**src/rtl/rtc_pkg.sv**
```systemverilog
// Shared types, register addresses and event-bit positions for the RTC.
// Assumes a 32-bit register bus. Field positions in the word are fixed.
package rtc_pkg;
    localparam int ADDR_W  = 3;
    localparam int DATA_W  = 32;
    localparam int NUM_SRC = 6;

    localparam logic [ADDR_W-1:0] A_TIME  = 3'd0;
    localparam logic [ADDR_W-1:0] A_ALM_D = 3'd1;
    localparam logic [ADDR_W-1:0] A_ALM_F = 3'd2;
    localparam logic [ADDR_W-1:0] A_SW    = 3'd3;
    localparam logic [ADDR_W-1:0] A_EN    = 3'd4;
    localparam logic [ADDR_W-1:0] A_STAT  = 3'd5;

    localparam int EV_SEC  = 0;
    localparam int EV_MIN  = 1;
    localparam int EV_DAY  = 2;
    localparam int EV_ALMD = 3;
    localparam int EV_ALMF = 4;
    localparam int EV_SW   = 5;

    typedef struct packed {
        logic [7:0] day;
        logic [4:0] hour;
        logic [5:0] min;
        logic [5:0] sec;
    } rtc_time_t;

    // Pack a time value into the bus word layout.
    function automatic logic [DATA_W-1:0] time_to_word(rtc_time_t t);
        return {t.day, 3'b000, t.hour, 2'b00, t.min, 2'b00, t.sec};
    endfunction

    // Extract a time value from a bus word.
    function automatic rtc_time_t word_to_time(logic [DATA_W-1:0] w);
        rtc_time_t t;
        t.day  = w[31:24];
        t.hour = w[20:16];
        t.min  = w[13:8];
        t.sec  = w[5:0];
        return t;
    endfunction
endpackage

```
**src/rtl/rtc_prescaler.sv**
```systemverilog
// Divides the reference clock into a one-cycle tick per second.
// Assumes TICKS_PER_SEC >= 2. A restart forces the count back to zero
// and suppresses any tick in that cycle.
module rtc_prescaler #(
    parameter int TICKS_PER_SEC = 32768
) (
    input  logic clk,
    input  logic rst_n,
    input  logic restart,
    output logic tick
);
    localparam int CW = (TICKS_PER_SEC > 1) ? $clog2(TICKS_PER_SEC) : 1;
    localparam logic [CW-1:0] LAST = CW'(TICKS_PER_SEC - 1);

    logic [CW-1:0] cnt_q;

    // Tick on the last count of each period unless being restarted.
    assign tick = (cnt_q == LAST) && !restart;

    // Cycle counter with restart and wrap.
    always_ff @(posedge clk) begin
        if (!rst_n || restart || tick) cnt_q <= '0;
        else                           cnt_q <= cnt_q + 1'b1;
    end
endmodule

```
**src/rtl/rtc_time_chain.sv**
```systemverilog
// Cascaded seconds/minutes/hours/day counters with carry outputs.
// Assumes loaded fields are in range. It wraps on >= the limit for safety.
module rtc_time_chain
    import rtc_pkg::*;
(
    input  logic      clk,
    input  logic      rst_n,
    input  logic      tick,
    input  logic      load,
    input  rtc_time_t load_val,
    output rtc_time_t now_t,
    output rtc_time_t next_t,
    output logic      min_step,
    output logic      hour_step,
    output logic      day_step
);
    logic sec_wrap, min_wrap, hour_wrap;

    // Compute the time one second ahead and the wrap conditions.
    always_comb begin
        sec_wrap  = now_t.sec  >= 6'd59;
        min_wrap  = now_t.min  >= 6'd59;
        hour_wrap = now_t.hour >= 5'd23;
        next_t    = now_t;
        next_t.sec = sec_wrap ? 6'd0 : now_t.sec + 6'd1;
        if (sec_wrap) begin
            next_t.min = min_wrap ? 6'd0 : now_t.min + 6'd1;
            if (min_wrap) begin
                next_t.hour = hour_wrap ? 5'd0 : now_t.hour + 5'd1;
                if (hour_wrap) next_t.day = now_t.day + 8'd1;
            end
        end
    end

    // Carry pulses, qualified by the tick.
    assign min_step  = tick && sec_wrap;
    assign hour_step = min_step && min_wrap;
    assign day_step  = hour_step && hour_wrap;

    // Time register: a load wins over a tick.
    always_ff @(posedge clk) begin
        if (!rst_n)    now_t <= '0;
        else if (load) now_t <= load_val;
        else if (tick) now_t <= next_t;
    end
endmodule

```
**src/rtl/rtc_alarm.sv**
```systemverilog
// Compares the time about to be entered against a target.
// MATCH_DAY selects whether the day field takes part in the match.
module rtc_alarm
    import rtc_pkg::*;
#(
    parameter bit MATCH_DAY = 1'b0
) (
    input  logic      tick,
    input  rtc_time_t cand,
    input  rtc_time_t target,
    output logic      hit
);
    logic tod_eq;

    assign tod_eq = (cand.hour == target.hour) && (cand.min == target.min)
                 && (cand.sec == target.sec);

    generate
        if (MATCH_DAY) begin : g_dated
            assign hit = tick && tod_eq && (cand.day == target.day);
        end else begin : g_daily
            assign hit = tick && tod_eq;
        end
    endgenerate
endmodule

```
**src/rtl/rtc_stopwatch.sv**
```systemverilog
// Minute-step countdown. It wraps below zero and flags the wrap.
// Assumes step is a one-cycle pulse per minute. A load wins over a step.
module rtc_stopwatch #(
    parameter int SW_W = 16
) (
    input  logic            clk,
    input  logic            rst_n,
    input  logic            run,
    input  logic            step,
    input  logic            load,
    input  logic [SW_W-1:0] load_val,
    output logic [SW_W-1:0] count,
    output logic            underflow
);
    // Underflow when stepping from zero.
    assign underflow = run && step && !load && (count == '0);

    // Countdown register.
    always_ff @(posedge clk) begin
        if (!rst_n)            count <= '0;
        else if (load)         count <= load_val;
        else if (run && step)  count <= count - 1'b1;
    end
endmodule

```
**src/rtl/rtc_calendar.sv**
```systemverilog
// Top of the real-time clock: register port, event status and interrupt.
// Assumes single-cycle write strobes. Reads are combinational on rd_addr.
module rtc_calendar
    import rtc_pkg::*;
#(
    parameter int TICKS_PER_SEC = 32768,
    parameter int SW_W          = 16
) (
    input  logic              clk,
    input  logic              rst_n,
    input  logic              wr_en,
    input  logic [ADDR_W-1:0] wr_addr,
    input  logic [DATA_W-1:0] wr_data,
    input  logic [ADDR_W-1:0] rd_addr,
    output logic [DATA_W-1:0] rd_data,
    output logic              irq
);
    localparam int N_ALM = 2;

    logic              time_wr, sw_wr;
    logic              sec_tick, min_step, hour_step, day_step;
    rtc_time_t         now_t, next_t;
    rtc_time_t         alm_q [N_ALM];
    logic [N_ALM-1:0]  alm_hit;
    logic [NUM_SRC-1:0] enable_q, status_q, events;
    logic [SW_W-1:0]   sw_count;
    logic              sw_run, sw_under;
    logic              unused_bits;

    assign time_wr = wr_en && (wr_addr == A_TIME);
    assign sw_wr   = wr_en && (wr_addr == A_SW);
    assign sw_run  = enable_q[EV_SW];
    assign unused_bits = ^wr_data;

    rtc_prescaler #(.TICKS_PER_SEC(TICKS_PER_SEC)) u_pre (
        .clk     (clk),
        .rst_n   (rst_n),
        .restart (time_wr),
        .tick    (sec_tick)
    );

    rtc_time_chain u_chain (
        .clk       (clk),
        .rst_n     (rst_n),
        .tick      (sec_tick),
        .load      (time_wr),
        .load_val  (word_to_time(wr_data)),
        .now_t     (now_t),
        .next_t    (next_t),
        .min_step  (min_step),
        .hour_step (hour_step),
        .day_step  (day_step)
    );

    // One alarm per target register. Index 1 also matches the day.
    generate
        for (genvar g = 0; g < N_ALM; g++) begin : g_alm
            localparam logic [ADDR_W-1:0] MY_ADDR = A_ALM_D + ADDR_W'(g);

            // Alarm target register.
            always_ff @(posedge clk) begin
                if (!rst_n)                           alm_q[g] <= '0;
                else if (wr_en && wr_addr == MY_ADDR) alm_q[g] <= word_to_time(wr_data);
            end

            rtc_alarm #(.MATCH_DAY(g == 1)) u_alm (
                .tick   (sec_tick),
                .cand   (next_t),
                .target (alm_q[g]),
                .hit    (alm_hit[g])
            );
        end
    endgenerate

    rtc_stopwatch #(.SW_W(SW_W)) u_sw (
        .clk       (clk),
        .rst_n     (rst_n),
        .run       (sw_run),
        .step      (min_step),
        .load      (sw_wr),
        .load_val  (wr_data[SW_W-1:0]),
        .count     (sw_count),
        .underflow (sw_under)
    );

    // Gather the raw event pulses in status-bit order.
    always_comb begin
        events          = '0;
        events[EV_SEC]  = sec_tick;
        events[EV_MIN]  = min_step;
        events[EV_DAY]  = day_step;
        events[EV_ALMD] = alm_hit[0];
        events[EV_ALMF] = alm_hit[1];
        events[EV_SW]   = sw_under;
    end

    // Enable register.
    always_ff @(posedge clk) begin
        if (!rst_n)                          enable_q <= '0;
        else if (wr_en && wr_addr == A_EN)   enable_q <= wr_data[NUM_SRC-1:0];
    end

    // Sticky status: write-1 clears, a new enabled event sets (set wins).
    always_ff @(posedge clk) begin
        if (!rst_n) status_q <= '0;
        else        status_q <= (status_q & ~((wr_en && wr_addr == A_STAT) ?
                                              wr_data[NUM_SRC-1:0] : '0))
                              | (events & enable_q);
    end

    assign irq = |(status_q & enable_q);

    // Read multiplexer.
    always_comb begin
        rd_data = '0;
        case (rd_addr)
            A_TIME:  rd_data = time_to_word(now_t);
            A_ALM_D: rd_data = time_to_word(alm_q[0]);
            A_ALM_F: rd_data = time_to_word(alm_q[1]);
            A_SW:    rd_data[SW_W-1:0] = sw_count;
            A_EN:    rd_data[NUM_SRC-1:0] = enable_q;
            A_STAT:  rd_data[NUM_SRC-1:0] = status_q;
            default: rd_data = '0;
        endcase
    end

    logic unused_steps;
    assign unused_steps = hour_step;
endmodule

```
**config.mk**
```make
export PLATFORM = sky130hd
export DESIGN_NAME = rtc_calendar
export DESIGN_NICKNAME = d
export VERILOG_FILES = /design/src/rtl/rtc_pkg.sv /design/src/rtl/rtc_prescaler.sv /design/src/rtl/rtc_time_chain.sv /design/src/rtl/rtc_alarm.sv /design/src/rtl/rtc_stopwatch.sv /design/src/rtl/rtc_calendar.sv
export SDC_FILE = /design/constraint.sdc
export NUM_CORES = 1
export LEC_CHECK = 0
export BUFFER_PORTS_ARGS = -buffer_cell sky130_fd_sc_hd__buf_2
export CAP_MARGIN = 20
export CORE_ASPECT_RATIO = 0.9
export CORE_MARGIN = 2
export CORE_UTILIZATION = 55
export DETAILED_ROUTE_END_ITERATION = 10
export HOLD_SLACK_MARGIN = 0.02
export PLACE_DENSITY = 0.75
export SLEW_MARGIN = 25
export SYNTH_ARGS = -nofsm -noshare
export SYNTH_HDL_FRONTEND = slang
export SYNTH_SLANG_ARGS = --single-unit
```
**constraint.sdc**
```tcl
create_clock -name clk -period 3.4 [get_ports clk]
set_input_delay 0 -clock clk [delete_from_list [all_inputs] [get_ports clk]]
set_output_delay 0 -clock clk [all_outputs]
set_load 0.05 [all_outputs]
```
### Word level (Yosys, flattened, before mapping)

Memories as Yosys holds them, arrays and structs flattened.
Index checks and enable logic that the tools add are counted.

| operators by class | value |
|---|---|
| $add $sub $neg | 6 |
| order comparisons | 3 |
| equal/unequal tests | 18 |
| multiplexer cells | 23 |
| bitwise gates (word level) | 7 |
| reduce and logical (&&, ||, !) cells | 31 |

Operators by type and width:

| kind | count |
|---|---|
| two-way mux 25 bit | 4 |
| case mux 16 bit (3 select lines) | 1 |
| case mux 10 bit (4 select lines) | 1 |
| case mux 6 bit (6 select lines) | 1 |
| two-way mux 16 bit | 2 |
| equality test 6 bit | 4 |
| logical AND 1 bit | 20 |
| two-way mux 19 bit | 1 |
| bitwise AND 6 bit | 3 |
| two-way mux 6 bit | 3 |
| logical NOT 16 bit | 1 |
| subtractor 16 x 1 -> 16 bit (second input constant) | 1 |
| adder 15 x 1 -> 15 bit (second input constant) | 1 |
| equality test 15 bit (second input constant) | 1 |
| two-way mux 13 bit | 1 |
| adder 6 x 1 -> 6 bit (second input constant) | 2 |
| equality test 3 x 2 -> 1 bit (second input constant) | 4 |
| equality test 3 bit (second input constant) | 4 |
| >= comparator 6 bit (second input constant) | 2 |
| equality test 5 bit | 2 |
| adder 8 x 1 -> 8 bit (second input constant) | 1 |
| equality test 8 bit | 1 |
| two-way mux 8 bit | 1 |
| two-way mux 1 bit | 7 |
| 12 further kinds | 19 |

| word-level totals | value |
|---|---|
| flip-flop bits (word level) | 68 |
| bits in writable memories | 50 |
| memories | 1 |

Memories:

| name | words | bits a word | rd ports | clocked after memory_dff | wr ports | RTL line | source |
|---|---|---|---|---|---|---|---|
| alm_q | 2 | 25 | 2 | 0 | 2 | rtc_calendar.sv:23 | `rtc_time_t alm_q [N_ALM];` |

### Logic depth before layout (Yosys ltp)

| logic depth | value |
|---|---|
| depth after elaboration | 11 |
| mapped depth | 11 |

### Hierarchy

A second synthesis with hierarchy kept.

| second synthesis, totals | value |
|---|---|
| cell total of the unflattened synthesis | 770 |
| area total of the unflattened synthesis | 7215.7 sq um |

Modules (own cells, without submodules):

| module | instances | cells an instance | area an instance (sq um) | sequential area each (sq um) |
|---|---|---|---|---|
| rtc_calendar | 1 | 286 | 3354.5 | 1741.7 |
| rtc_time_chain | 1 | 252 | 1883.1 | 500.5 |
| rtc_stopwatch | 1 | 102 | 839.6 | 320.3 |
| rtc_prescaler | 1 | 73 | 668.1 | 300.3 |
| rtc_alarm at g_alm[1].u_alm | 1 | 34 | 279.0 | 0.0 |
| rtc_alarm at g_alm[0].u_alm | 1 | 23 | 191.4 | 0.0 |

### Worst setup path after synthesis

No wires, ideal clock.

| path | value |
|---|---|
| path kind | reg2reg |
| from | register, netlist name u_chain.now_t[0] |
| to | register status_q[4] |
| data arrival time | 2493 ps |
| required time | 3313 ps |
| setup slack | 820 ps |
| cell stages (with the launch flop) | 11 |
| path buffers | 2 |
| clock period less this slack | 2580 ps |
| cells stage by stage | dfxtp_1 > ha_1 > buf_2 > o2111a_1 > buf_2 > nand2_1 > nor4_1 > xnor2_1 > nand4_1 > or4_1 > o31ai_1 |

| on the way | value |
|---|---|
| longest elaborated chain between the ends | 9 |

RTL lines:

| what | RTL line | source |
|---|---|---|
| >= comparator 6 bit | rtc_time_chain.sv:21 | `sec_wrap = now_t.sec >= 6'd59;` |
| two-way mux 19 bit | rtc_time_chain.sv:26 | `if (sec_wrap) begin` |
| equality test 6 bit or equality test 5 bit (tied branches) | rtc_alarm.sv:15 | `assign tod_eq = (cand.hour == target.hour) && (cand.min == target.min)` |
| logical AND 1 bit | rtc_alarm.sv:15 |  |
| logical AND 1 bit | rtc_alarm.sv:16 | `&& (cand.sec == target.sec);` |
| logical AND 1 bit | rtc_alarm.sv:20 | `assign hit = tick && tod_eq && (cand.day == target.day);` |
| logical AND 1 bit * | rtc_alarm.sv:20 |  |
| bitwise AND 6 bit * | rtc_calendar.sv:108 | `\| (events & enable_q);` |
| OR 6 bit * | rtc_calendar.sv:108 |  |
| to (signal assigned) | rtc_calendar.sv:106 | `else status_q <= (status_q & ~((wr_en && wr_addr == A_STAT) ?` |
| to (decl) | rtc_calendar.sv:25 | `logic [NUM_SRC-1:0] enable_q, status_q, events;` |

Mark *: on every way between the ends. The rest lies on a longest branch, timed or not.
A chain may end at the register's enable or synchronous reset.

### Worst setup path in the final report

| path | value |
|---|---|
| from | register, netlist name u_chain.now_t[0] |
| to | register, netlist name u_chain.now_t[24] |

| on the way | value |
|---|---|
| longest elaborated chain between the ends | 4 |

RTL lines:

| what | RTL line | source |
|---|---|---|
| >= comparator 6 bit | rtc_time_chain.sv:21 |  |
| two-way mux 19 bit | rtc_time_chain.sv:26 |  |
| two-way mux 25 bit | rtc_time_chain.sv:44 | `else if (tick) now_t <= next_t;` |
| two-way mux 25 bit | rtc_time_chain.sv:43 | `else if (load) now_t <= load_val;` |

Every way passes these cells. The select of a mux whose other input is x is not followed.

==> qor.tcl <==
set qor(synth-warning-count) 0
set qor(drive_above_1_share_pct) 15.3
set qor(numPortBuffers) 67
set qor(post_layout_nonfiller_instances) 1096
set qor(routed_via_density) 6.03
set qor(detail-route-antenna-nets) 0
set qor(netlist_top_cells_count) {118 x sky130_fd_sc_hd__nor2_1, 68 x sky130_fd_sc_hd__dfxtp_1, 59 x sky130_fd_sc_hd__nand2_1}
set qor(final_net_count) 962
set qor(grt_start_max_net_pins) 41
set qor(cts.clk_slew.worst_paths_ns) 0.05
set qor(num-fill-cells) 1115
set qor(crit_start) {u_chain.now_t[0]$_SDFFE_PN0P_}
set qor(result_of_the_run) {finished clean}
set qor(worst_hold_slack_ns) 0.0578
set qor(place_inst) 1033
set qor(finalSetupViolCount) 0
set qor(antennaDiodeCount) 0
set qor(grt_setup_unrepaired) {false}
set qor(cp_data_required_time_ns) 3.72
set qor(place.detailed.hpwl_um) 13800
set qor(drt_iter0_drc) 710
set qor(tritoncts_num_sinks) 118
set qor(cts_tree) {built}
set qor(postCtsSetupBuffers) 0
set qor(cts.root.buffer_cell) {sky130_fd_sc_hd__clkbuf_16}
set qor(clk_latency_ns) 0.42
set qor(wirelength_um) 20800
set qor(io-pin-count) 74
set qor(post_synth_instance_area_um2) 7350
set qor(count_of_mapped_cells_out_of_synthesis) 839
set qor(synth.ff_latch_count) 118
set qor(grt_first_pass_wirelength_um) 33300
set qor(drv.max_cap_violation_count) 0
set qor(cts_made_buffers) 17
set qor(critical_path_class) {reg -> reg}
set qor(cts.htree.levels) 4
set qor(worstHoldStart) {wr_addr[0]}
set qor(remaining_drc_errors) 0
set qor(finalCritPeriodShare_pct) 91.7
set qor(cellPowerDensity_nw_per_um2) 430
set qor(element_type_at_the_critical_path_start) {flop}
set qor(overflow) 0
set qor(postLayoutCoreUtil_pct) 65.5
set qor(max_clock_freq_mhz) 321
set qor(core.rowCount) 40
set qor(drt-pass1-iter-count) 6
set qor(global_placement_routability_congestion) 0.907
set qor(detailroute.via_count) 6613
set qor(yosysMostFrequentCell) {sky130_fd_sc_hd__nor2_1}
set qor(timing.critical_path.to_type) {flop}
set qor(chipWidth_um) 126
set qor(critical_path.max_fanout) 10
set qor(most_frequently_used_flop_master_after_synthesis) {sky130_fd_sc_hd__dfxtp_1}
set qor(worst_pin_slew_ns) 0.879
set qor(worst_ir_drop_vdd_v) 0.000403
set qor(yosysTopAreaCellShare_pct) 20.4
set qor(ys_top_cells_by_area) {sky130_fd_sc_hd__edfxtp_1 20%, sky130_fd_sc_hd__dfxtp_1 19%, sky130_fd_sc_hd__nor2_1 6.0%}
set qor(layout-area-overhead-vs-synth_pct) 17.8
set qor(worst-endpoint-arrival_ns) 3.43
set qor(reg2reg_from) {u_chain.now_t[0]$_SDFFE_PN0P_}
set qor(finalSetupTns_ns) 0
set qor(min_path_type) {in -> reg}
set qor(max-clock-path-buffers) 2
set qor(number_of_flops_mapped_to_enable_cells_by_yosys) 50
set qor(floorplan.initialDensity_pct) 55.6
set qor(power.leakage_nw) 3.22
set qor(avgRoutedWirePerCell_um) 19.0
set qor(core-area_um2) 13200
set qor(die_area_um2) 14300
set qor(post_route_clock_skew_ns) 0.0129
set qor(via_count_of_the_first_global_routing_pass) 6255
set qor(slew_violations) 0
set qor(synthDominantAreaCellType) {sky130_fd_sc_hd__edfxtp_1}
set qor(synth_seq_area_share_pct) 39.0
set qor(fp.dieH_um) 114
set qor(synth_cell_types) 67
set qor(async_flop_share_pct) 0
set qor(global_route.usage.total_pct) 29.8
set qor(syn_avg_cell_area_um2) 8.76
set qor(number_of_antenna_violations_at_the_first_check_in_global_routing) 0
set qor(total_power_mw) 3.72
set qor(timing.final.hold_violations) 0
set qor(max_slew_margin_pct) 41.2
set qor(fin_crit_ns) 3.12
## power by group
part	switching, mW	leakage (nW)	internal, mW	total (mW)
clock network	0.619	0.261	1.03	1.65
registers	0.0689	1.03	1.54	1.61
logic	0.287	1.92	0.178	0.465
## metal layers
| layer | vias to the layer above | wire (um) | global-route usage [%] |
|---|---|---|---|
| met5 | - | 0 | 0 |
| met4 | 0 | 280 | 6.96 |
| met3 | 26 | 1670 | 6.38 |
| met2 | 309 | 9680 | 48.5 |
| met1 | 3115 | 9150 | 41.1 |
| li1 | 3163 | - | - |
## layout by cell type (no fill, tap or decap), types with 10 or more instances in the layout
master	count
sky130_fd_sc_hd__buf_4	19
sky130_fd_sc_hd__buf_2	66
sky130_fd_sc_hd__dfxtp_1	68
sky130_fd_sc_hd__nor3_1	19
sky130_fd_sc_hd__mux4_2	10
sky130_fd_sc_hd__nor2b_1	15
sky130_fd_sc_hd__a211oi_1	24
sky130_fd_sc_hd__nand2_1	59
sky130_fd_sc_hd__mux2i_1	28
sky130_fd_sc_hd__xnor2_1	33
sky130_fd_sc_hd__inv_1	13
sky130_fd_sc_hd__dlygate4sd3_1	31
sky130_fd_sc_hd__nand3_1	31
sky130_fd_sc_hd__and2_1	53
sky130_fd_sc_hd__edfxtp_1	50
sky130_fd_sc_hd__nor2_1	118
sky130_fd_sc_hd__clkbuf_16	18
sky130_fd_sc_hd__xor2_1	35
sky130_fd_sc_hd__o21ai_0	35
sky130_fd_sc_hd__a21oi_1	43
## through the flow
stage                     setup WS, ns  area [um^2]
after floorplan                  0.820         7360
after global placement           0.434         7790
after detailed placement         0.326         7800
after CTS                        0.337         8650
after global routing            0.0315         8650
final                            0.283         8650
## area by class of cell
class / instances / area (um^2) / share of cell area (%)
multi-input combinational: 649 / 4210 / 48.6
sequential: 118 / 2860 / 33.1
clock inverter: 4 / 21.3 / 0.246
timing repair buffer: 116 / 783 / 9.05
inverter: 13 / 48.8 / 0.564
clock buffer: 28 / 518 / 5.99
tap: 168 / 210 / 2.43
## registers in the layout, indices dropped and copies added, names as in the netlist
name / count
enable_q: 6
u_pre.cnt_q: 15
alm_q: 50
status_q: 6
u_chain.now_t: 25
u_sw.count: 16
## path summary, 6_finish.rpt
path | cells past startpoint | slack (ns) | endpoint
min | 3 | 0.06 | u_sw.count[9]$_SDFFE_PN0P_
max | 8 | 0.28 | u_chain.now_t[24]$_SDFFE_PN0P_
max reg2reg | 8 | 0.28 | u_chain.now_t[24]$_SDFFE_PN0P_
min reg2reg | 1 | 0.47 | u_pre.cnt_q[0]$_SDFF_PP0_
## timing repair
item | 4_1_cts | 5_1_grt
hold buffers | 31 | 0
hold endpoints to repair | 102 | 0
endpoints found under the setup margin | 0 | 1
gates resized for setup | 0 | 1
## cell families after synthesis
family / after synthesis / share of synthesized area [%]
buffers and inverters: 74 / 4.17
xor gates and xnor gates: 68 / 8.10
other: 1 / 0.0510
muxes: 42 / 7.49
DFF: 118 / 39.0
adders and majority gates: 8 / 1.29
AOI/OAI and AO/OA: 160 / 14.4
and+or+nand+nor: 368 / 25.5
## critical path: stages (launching register included)
cell                       delay (ns)
sky130_fd_sc_hd__dfxtp_1         0.46
sky130_fd_sc_hd__ha_1            0.42
sky130_fd_sc_hd__o2111a_1        0.47
sky130_fd_sc_hd__nand2_1         0.29
sky130_fd_sc_hd__nor2_1          0.44
sky130_fd_sc_hd__nand2_1         0.30
sky130_fd_sc_hd__nor3_1          0.27
sky130_fd_sc_hd__xnor2_1         0.10
sky130_fd_sc_hd__a211oi_1        0.25
No activity file was read; power rests on OpenSTA's default activity.
